<file path="src/rtl/brt_pkg.sv">
package brt_pkg;
    localparam int unsigned ADDR_W    = 32;
    localparam int unsigned IMM_W     = 24;
    localparam int unsigned SHIFT     = 2;
    localparam int unsigned PREFETCH  = 8;
    localparam logic [2:0]  GRP_BRANCH = 3'b101;

    typedef enum logic [3:0] {
        CC_EQ, CC_NE, CC_CS, CC_CC, CC_MI, CC_PL, CC_VS, CC_VC,
        CC_HI, CC_LS, CC_GE, CC_LT, CC_GT, CC_LE, CC_AL, CC_NV
    } cond_e;

    typedef enum logic {
        ST_IDLE,
        ST_RESULT
    } ctl_state_e;

    typedef struct packed {
        logic              taken;
        logic              link;
        logic [ADDR_W-1:0] target;
    } brt_result_t;
endpackage

</file>
<file path="src/rtl/brt_decode.sv">
module brt_decode
    import brt_pkg::*;
(
    input  logic [31:0]      word,
    output cond_e            cond,
    output logic             is_branch,
    output logic             link_bit,
    output logic [IMM_W-1:0] imm
);
    always_comb begin
        cond      = cond_e'(word[31:28]);
        is_branch = (word[27:25] == GRP_BRANCH);
        link_bit  = word[24];
        imm       = word[IMM_W-1:0];
    end
endmodule

</file>
<file path="src/rtl/brt_cond_eval.sv">
module brt_cond_eval
    import brt_pkg::*;
(
    input  cond_e cond,
    input  logic  n,
    input  logic  z,
    input  logic  c,
    input  logic  v,
    output logic  pass
);
    logic ge;
    always_comb begin
        ge = (n == v);
        unique case (cond)
            CC_EQ: pass = z;
            CC_NE: pass = !z;
            CC_CS: pass = c;
            CC_CC: pass = !c;
            CC_MI: pass = n;
            CC_PL: pass = !n;
            CC_VS: pass = v;
            CC_VC: pass = !v;
            CC_HI: pass = c && !z;
            CC_LS: pass = !c || z;
            CC_GE: pass = ge;
            CC_LT: pass = !ge;
            CC_GT: pass = !z && ge;
            CC_LE: pass = z || !ge;
            CC_AL: pass = 1'b1;
            CC_NV: pass = 1'b0;
            default: pass = 1'b0;
        endcase
    end
endmodule

</file>
<file path="src/rtl/brt_target_calc.sv">
module brt_target_calc
    import brt_pkg::*;
#(
    parameter int unsigned AW    = ADDR_W,
    parameter int unsigned IW    = IMM_W,
    parameter int unsigned SH    = SHIFT,
    parameter int unsigned AHEAD = PREFETCH
) (
    input  logic [AW-1:0] pc,
    input  logic [IW-1:0] imm,
    output logic [AW-1:0] target
);
    localparam int unsigned SCALED_W = IW + SH;
    localparam int unsigned EXT_W    = AW - SCALED_W;
    localparam logic [AW-1:0] ALIGN_MASK = ~((AW'(1) << SH) - AW'(1));

    logic [AW-1:0] base;
    logic [AW-1:0] offset;

    generate
        if (EXT_W > 0) begin : g_ext
            assign offset = {{EXT_W{imm[IW-1]}}, imm, {SH{1'b0}}};
        end else begin : g_trunc
            assign offset = AW'({imm, {SH{1'b0}}});
        end
    endgenerate

    always_comb begin
        base   = (pc & ALIGN_MASK) + AW'(AHEAD);
        target = (base + offset) & ALIGN_MASK;
    end
endmodule

</file>
<file path="src/rtl/branch_target_gen.sv">
module branch_target_gen
    import brt_pkg::*;
(
    input  logic        clk,
    input  logic        rst_n,
    input  logic        in_valid,
    input  logic [31:0] instr,
    input  logic [31:0] pc,
    input  logic        flag_n,
    input  logic        flag_z,
    input  logic        flag_c,
    input  logic        flag_v,
    output logic        out_valid,
    output logic [31:0] target,
    output logic        taken,
    output logic        link_req
);
    cond_e            dec_cond;
    logic             dec_branch;
    logic             dec_link;
    logic [IMM_W-1:0] dec_imm;
    logic             cond_pass;
    logic [ADDR_W-1:0] calc_target;

    ctl_state_e  state_q, state_d;
    brt_result_t res_d, res_q;

    brt_decode u_decode (
        .word      (instr),
        .cond      (dec_cond),
        .is_branch (dec_branch),
        .link_bit  (dec_link),
        .imm       (dec_imm)
    );

    brt_cond_eval u_cond (
        .cond (dec_cond),
        .n    (flag_n),
        .z    (flag_z),
        .c    (flag_c),
        .v    (flag_v),
        .pass (cond_pass)
    );

    brt_target_calc u_calc (
        .pc     (pc),
        .imm    (dec_imm),
        .target (calc_target)
    );

    always_comb begin
        res_d.taken  = dec_branch && cond_pass;
        res_d.link   = dec_branch && cond_pass && dec_link;
        res_d.target = calc_target;
    end

    // Next-state logic: T_ACCEPT, T_STREAM, T_DRAIN, T_WAIT
    always_comb begin
        state_d = state_q;
        unique case (state_q)
            ST_IDLE:   state_d = in_valid ? ST_RESULT : ST_IDLE;
            ST_RESULT: state_d = in_valid ? ST_RESULT : ST_IDLE;
            default:   state_d = ST_IDLE;
        endcase
    end

    // State register
    always_ff @(posedge clk or negedge rst_n) begin
        if (!rst_n) state_q <= ST_IDLE;
        else        state_q <= state_d;
    end

    // Output register: loads on every accepted word, holds otherwise
    always_ff @(posedge clk or negedge rst_n) begin
        if (!rst_n) begin
            res_q <= '0;
        end else if (in_valid) begin
            res_q <= res_d;
        end
    end

    assign out_valid = (state_q == ST_RESULT);
    assign target    = res_q.target;
    assign taken     = res_q.taken;
    assign link_req  = res_q.link;
endmodule

</file>
<file path="config.mk">
export PLATFORM = sky130hd
export DESIGN_NAME = branch_target_gen
export DESIGN_NICKNAME = d
export VERILOG_FILES = /design/src/rtl/brt_pkg.sv /design/src/rtl/brt_decode.sv /design/src/rtl/brt_cond_eval.sv /design/src/rtl/brt_target_calc.sv /design/src/rtl/branch_target_gen.sv
export SDC_FILE = /design/constraint.sdc
export NUM_CORES = 1
export LEC_CHECK = 0
export BUFFER_PORTS_ARGS = -buffer_cell sky130_fd_sc_hd__buf_2
export CAP_MARGIN = 15
export CORE_MARGIN = 5
export CORE_UTILIZATION = 48
export DETAILED_ROUTE_END_ITERATION = 7
export GPL_TIMING_DRIVEN = 0
export PLACE_DENSITY_LB_ADDON = 0.08
export SETUP_SLACK_MARGIN = 0.3
export SLEW_MARGIN = 10
export SYNTH_ARGS = -nofsm -noshare
export SYNTH_HDL_FRONTEND = slang
export SYNTH_SLANG_ARGS = --single-unit
export TNS_END_PERCENT = 100
</file>
<file path="constraint.sdc">
create_clock -name clk -period 0.8 [get_ports clk]
set_clock_uncertainty 0.05 [all_clocks]
set_input_delay 0.04 -clock clk [delete_from_list [all_inputs] [get_ports clk]]
set_output_delay 0.04 -clock clk [all_outputs]
set_load 0.05 [all_outputs]
</file>
==> flow_summary.yaml <==
status:
  status: "finished, violations left"
  violations: "hold timing, setup timing"
sta:
  setup-violations-final: 65
  worstMarginPinSlew_ps: 588
  rsz0062_at_grt: "yes"
  fmax_mhz: 466
  worst_slew_margin_rel_pct: 60.8
  period_needed_ps: 2150
  setup_tns_ps: -34600
  period_share_pct: 268
  setup_slack_ps: -1350
  timing.hold.ws_ps: -323
  timing.final.hold_violations: 35
  final_max_slew_viol_count: 0
worst_setup_path:
  crit_path_max_fanout: 8
  reg2reg_to: "target[28]"
  worst_r2r_path_depth: 2
  worstPathRequired_ps: 890
  crit_arrival_ps: 2240
  critPathCaptureType: "flop"
  reg2reg_from: "target[28]"
  startpoint: "instr[18]"
  crit_type: "in -> reg"
  rrSetupSlack_ps: -230
  worstSetupStartpointType: "input port"
  crit_end: "target[31]"
global_routing:
  overflow: 0
  grt_usage_pct: 23.0
  grt_pass1_wl_um: 16500
  grt_max_degree: 34
  grt_pass1_vias: 3456
  grt_antenna_before_repair: 0
finish:
  fin_cells: 622
  final_layout_size_suffix_gt1_share_pct: 54.8
  syn_to_final_growth_pct: 60.7
  diodes: 0
  mostFrequentLayoutCells: "buf_2, buf_6, dfrtp_2, nand2_1, ha_4"
  nets: 654
  mostFrequentLayoutCell: "buf_2"
  fin_util_pct: 79.9
placement:
  gp_congestion: 0.874
  port_buffers: 101
  dp_hpwl_um: 7470
  dp_cells: 587
drt:
  wl_per_cell_um: 17.3
  wl_um: 10800
  drt_iter0_drc: 209
  first_pass_iters: 6
  drt_drc_violations_left: 0
  drtAntennaViolNets: 0
  vias: 3607
  avgViaCountPerCell: 5.80
yosys:
  ys_seq_area_share_pct: 24.2
  syn_area_per_cell_sq_um: 8.78
  ys_types: 60
  ys_warn_count: 0
  synth-async-reset-ratio_pct: 100
  syn_inst: 389
  ys_ff_latch: 33
  synthFlopType: "dfrtp_1"
  synth-edff-count: 0
  syn_area_sq_mm: 0.00342
clock_network:
  root_buffer: "clkbuf_8"
  cts_max_level: 2
  cts_buffer_depth: 2
  clkTransAtPathRegs_ps: 80
  numCtsBuffers: 5
  clock_latency_ps: 290
  clock_sinks: 33
  cts_tree: "done"
die:
  die_area_sq_mm: 0.00890
  dieHeight_um: 94.4
  design.core.area_sq_mm: 0.00687
  initial_core_util_pct: 49.7
  rows: 30
  io_pins: 106
  die_w_um: 94.4
pwr:
  power_uw: 10500
  p_per_area_mw_per_mm2: 1920
  ir_worst_vdd_mv: 1.14
  p_leak_uw: 0.00242
flow_run:
  maxCapViolations: 0
worst_hold_path:
  timing.hold.worst.class: "in -> async"
## critical path, cell delays in order
cell	delay, ps
buf_2	100
ha_1	290
ha_1	280
clkbuf_1	350
nand4_1	230
or4_4	590
a2111oi_4	300
a311oi_1	70
## worst min path at each step
stage               cells after the start    endpoint  startpoint  slack [ps]
floorplan                               0    link_req       rst_n        -310
global placement                        1  target[10]       rst_n         110
detailed placement                      1  target[10]       rst_n         110
CTS                                     1  target[15]       rst_n        -200
global route                            1  target[15]       rst_n        -290
finish                                  1  target[15]       rst_n        -320
## cell usage after synthesis (4+ instances only)
cell      number  share of area [%]
nand4_1        9                1.6
nand3_1        7                1.0
a21oi_1       45                6.6
xnor2_1       12                3.1
nor2_1        14                1.5
xor2_1        10                2.6
nor3_1         8                1.2
a21o_1        17                3.7
ha_1          57                 21
o21ai_0       19                2.8
mux2_2        15                4.9
o211ai_1       7                1.5
dfrtp_1       33                 24
inv_1         13                1.4
o21a_1         5                1.1
clkbuf_1      18                2.0
nand2_1       32                3.5
a211o_1        4                1.0
a211oi_1       6                1.3
## report_power, final
group / leakage [uW] / switching, uW / internal, uW
Clock: 0.0000439 / 711 / 602
Sequential: 0.000359 / 327 / 2170
Combinational: 0.00201 / 3840 / 2870
## layout make-up
cell class | instances | area [sq um]
multi-input cells | 321 | 3170
repair buffers | 128 | 1000
clock inverters | 3 | 17.5
inverters | 14 | 77.6
clock buffers | 5 | 68.8
well taps | 96 | 120
flip-flops and latches | 33 | 866
fillers | 431 | 1380
plain buffers | 22 | 163
## cells by family after synthesis
| kind of cell | synth area share [%] |
|---|---|
| XOR/XNOR | 5.64 |
| buffers and inverters | 4.21 |
| other | 0.110 |
| multiplexers | 5.82 |
| flip-flops | 24.2 |
| AO/OA/AOI/OAI | 25.6 |
| AND/OR/NAND/NOR | 13.0 |
| adder cells (fa/ha/maj) | 21.5 |
## repair_timing
item | CTS | global route
resized for setup | 131 | 61
setup endpoints to repair | 65 | 97
setup buffers | 10 | 16
endpoints found under the hold margin | 35 | 35
pin swaps | 23 | 44
cloned | 1 | 0
## layer usage
layer	vias to the layer above	share of wire [%]	wire, um	GRT usage (%)
met5	-	0	0	0
met4	0	1.2	126	5.78
met3	11	7.8	836	4.30
met2	172	47	5040	37.1
met1	1692	44	4770	31.7
li1	1732	-	-	-
## stage by stage
stage	hold WS [ps]	worst slack (ps)	instance area [sq um]
global route	-292	-1390	5490
detailed placement	111	-1810	4350
finish	-323	-1350	5490
CTS	-205	-1380	5100
global placement	107	-1790	4350
floorplan	-306	-1340	3720
## sequential cells by signal, indices dropped and copies added, names as in the netlist
| register | flops |
|---|---|
| target | 30 |
| link_req | 1 |
| out_valid | 1 |
| taken | 1 |
Power figures use the tool's default switching activity.
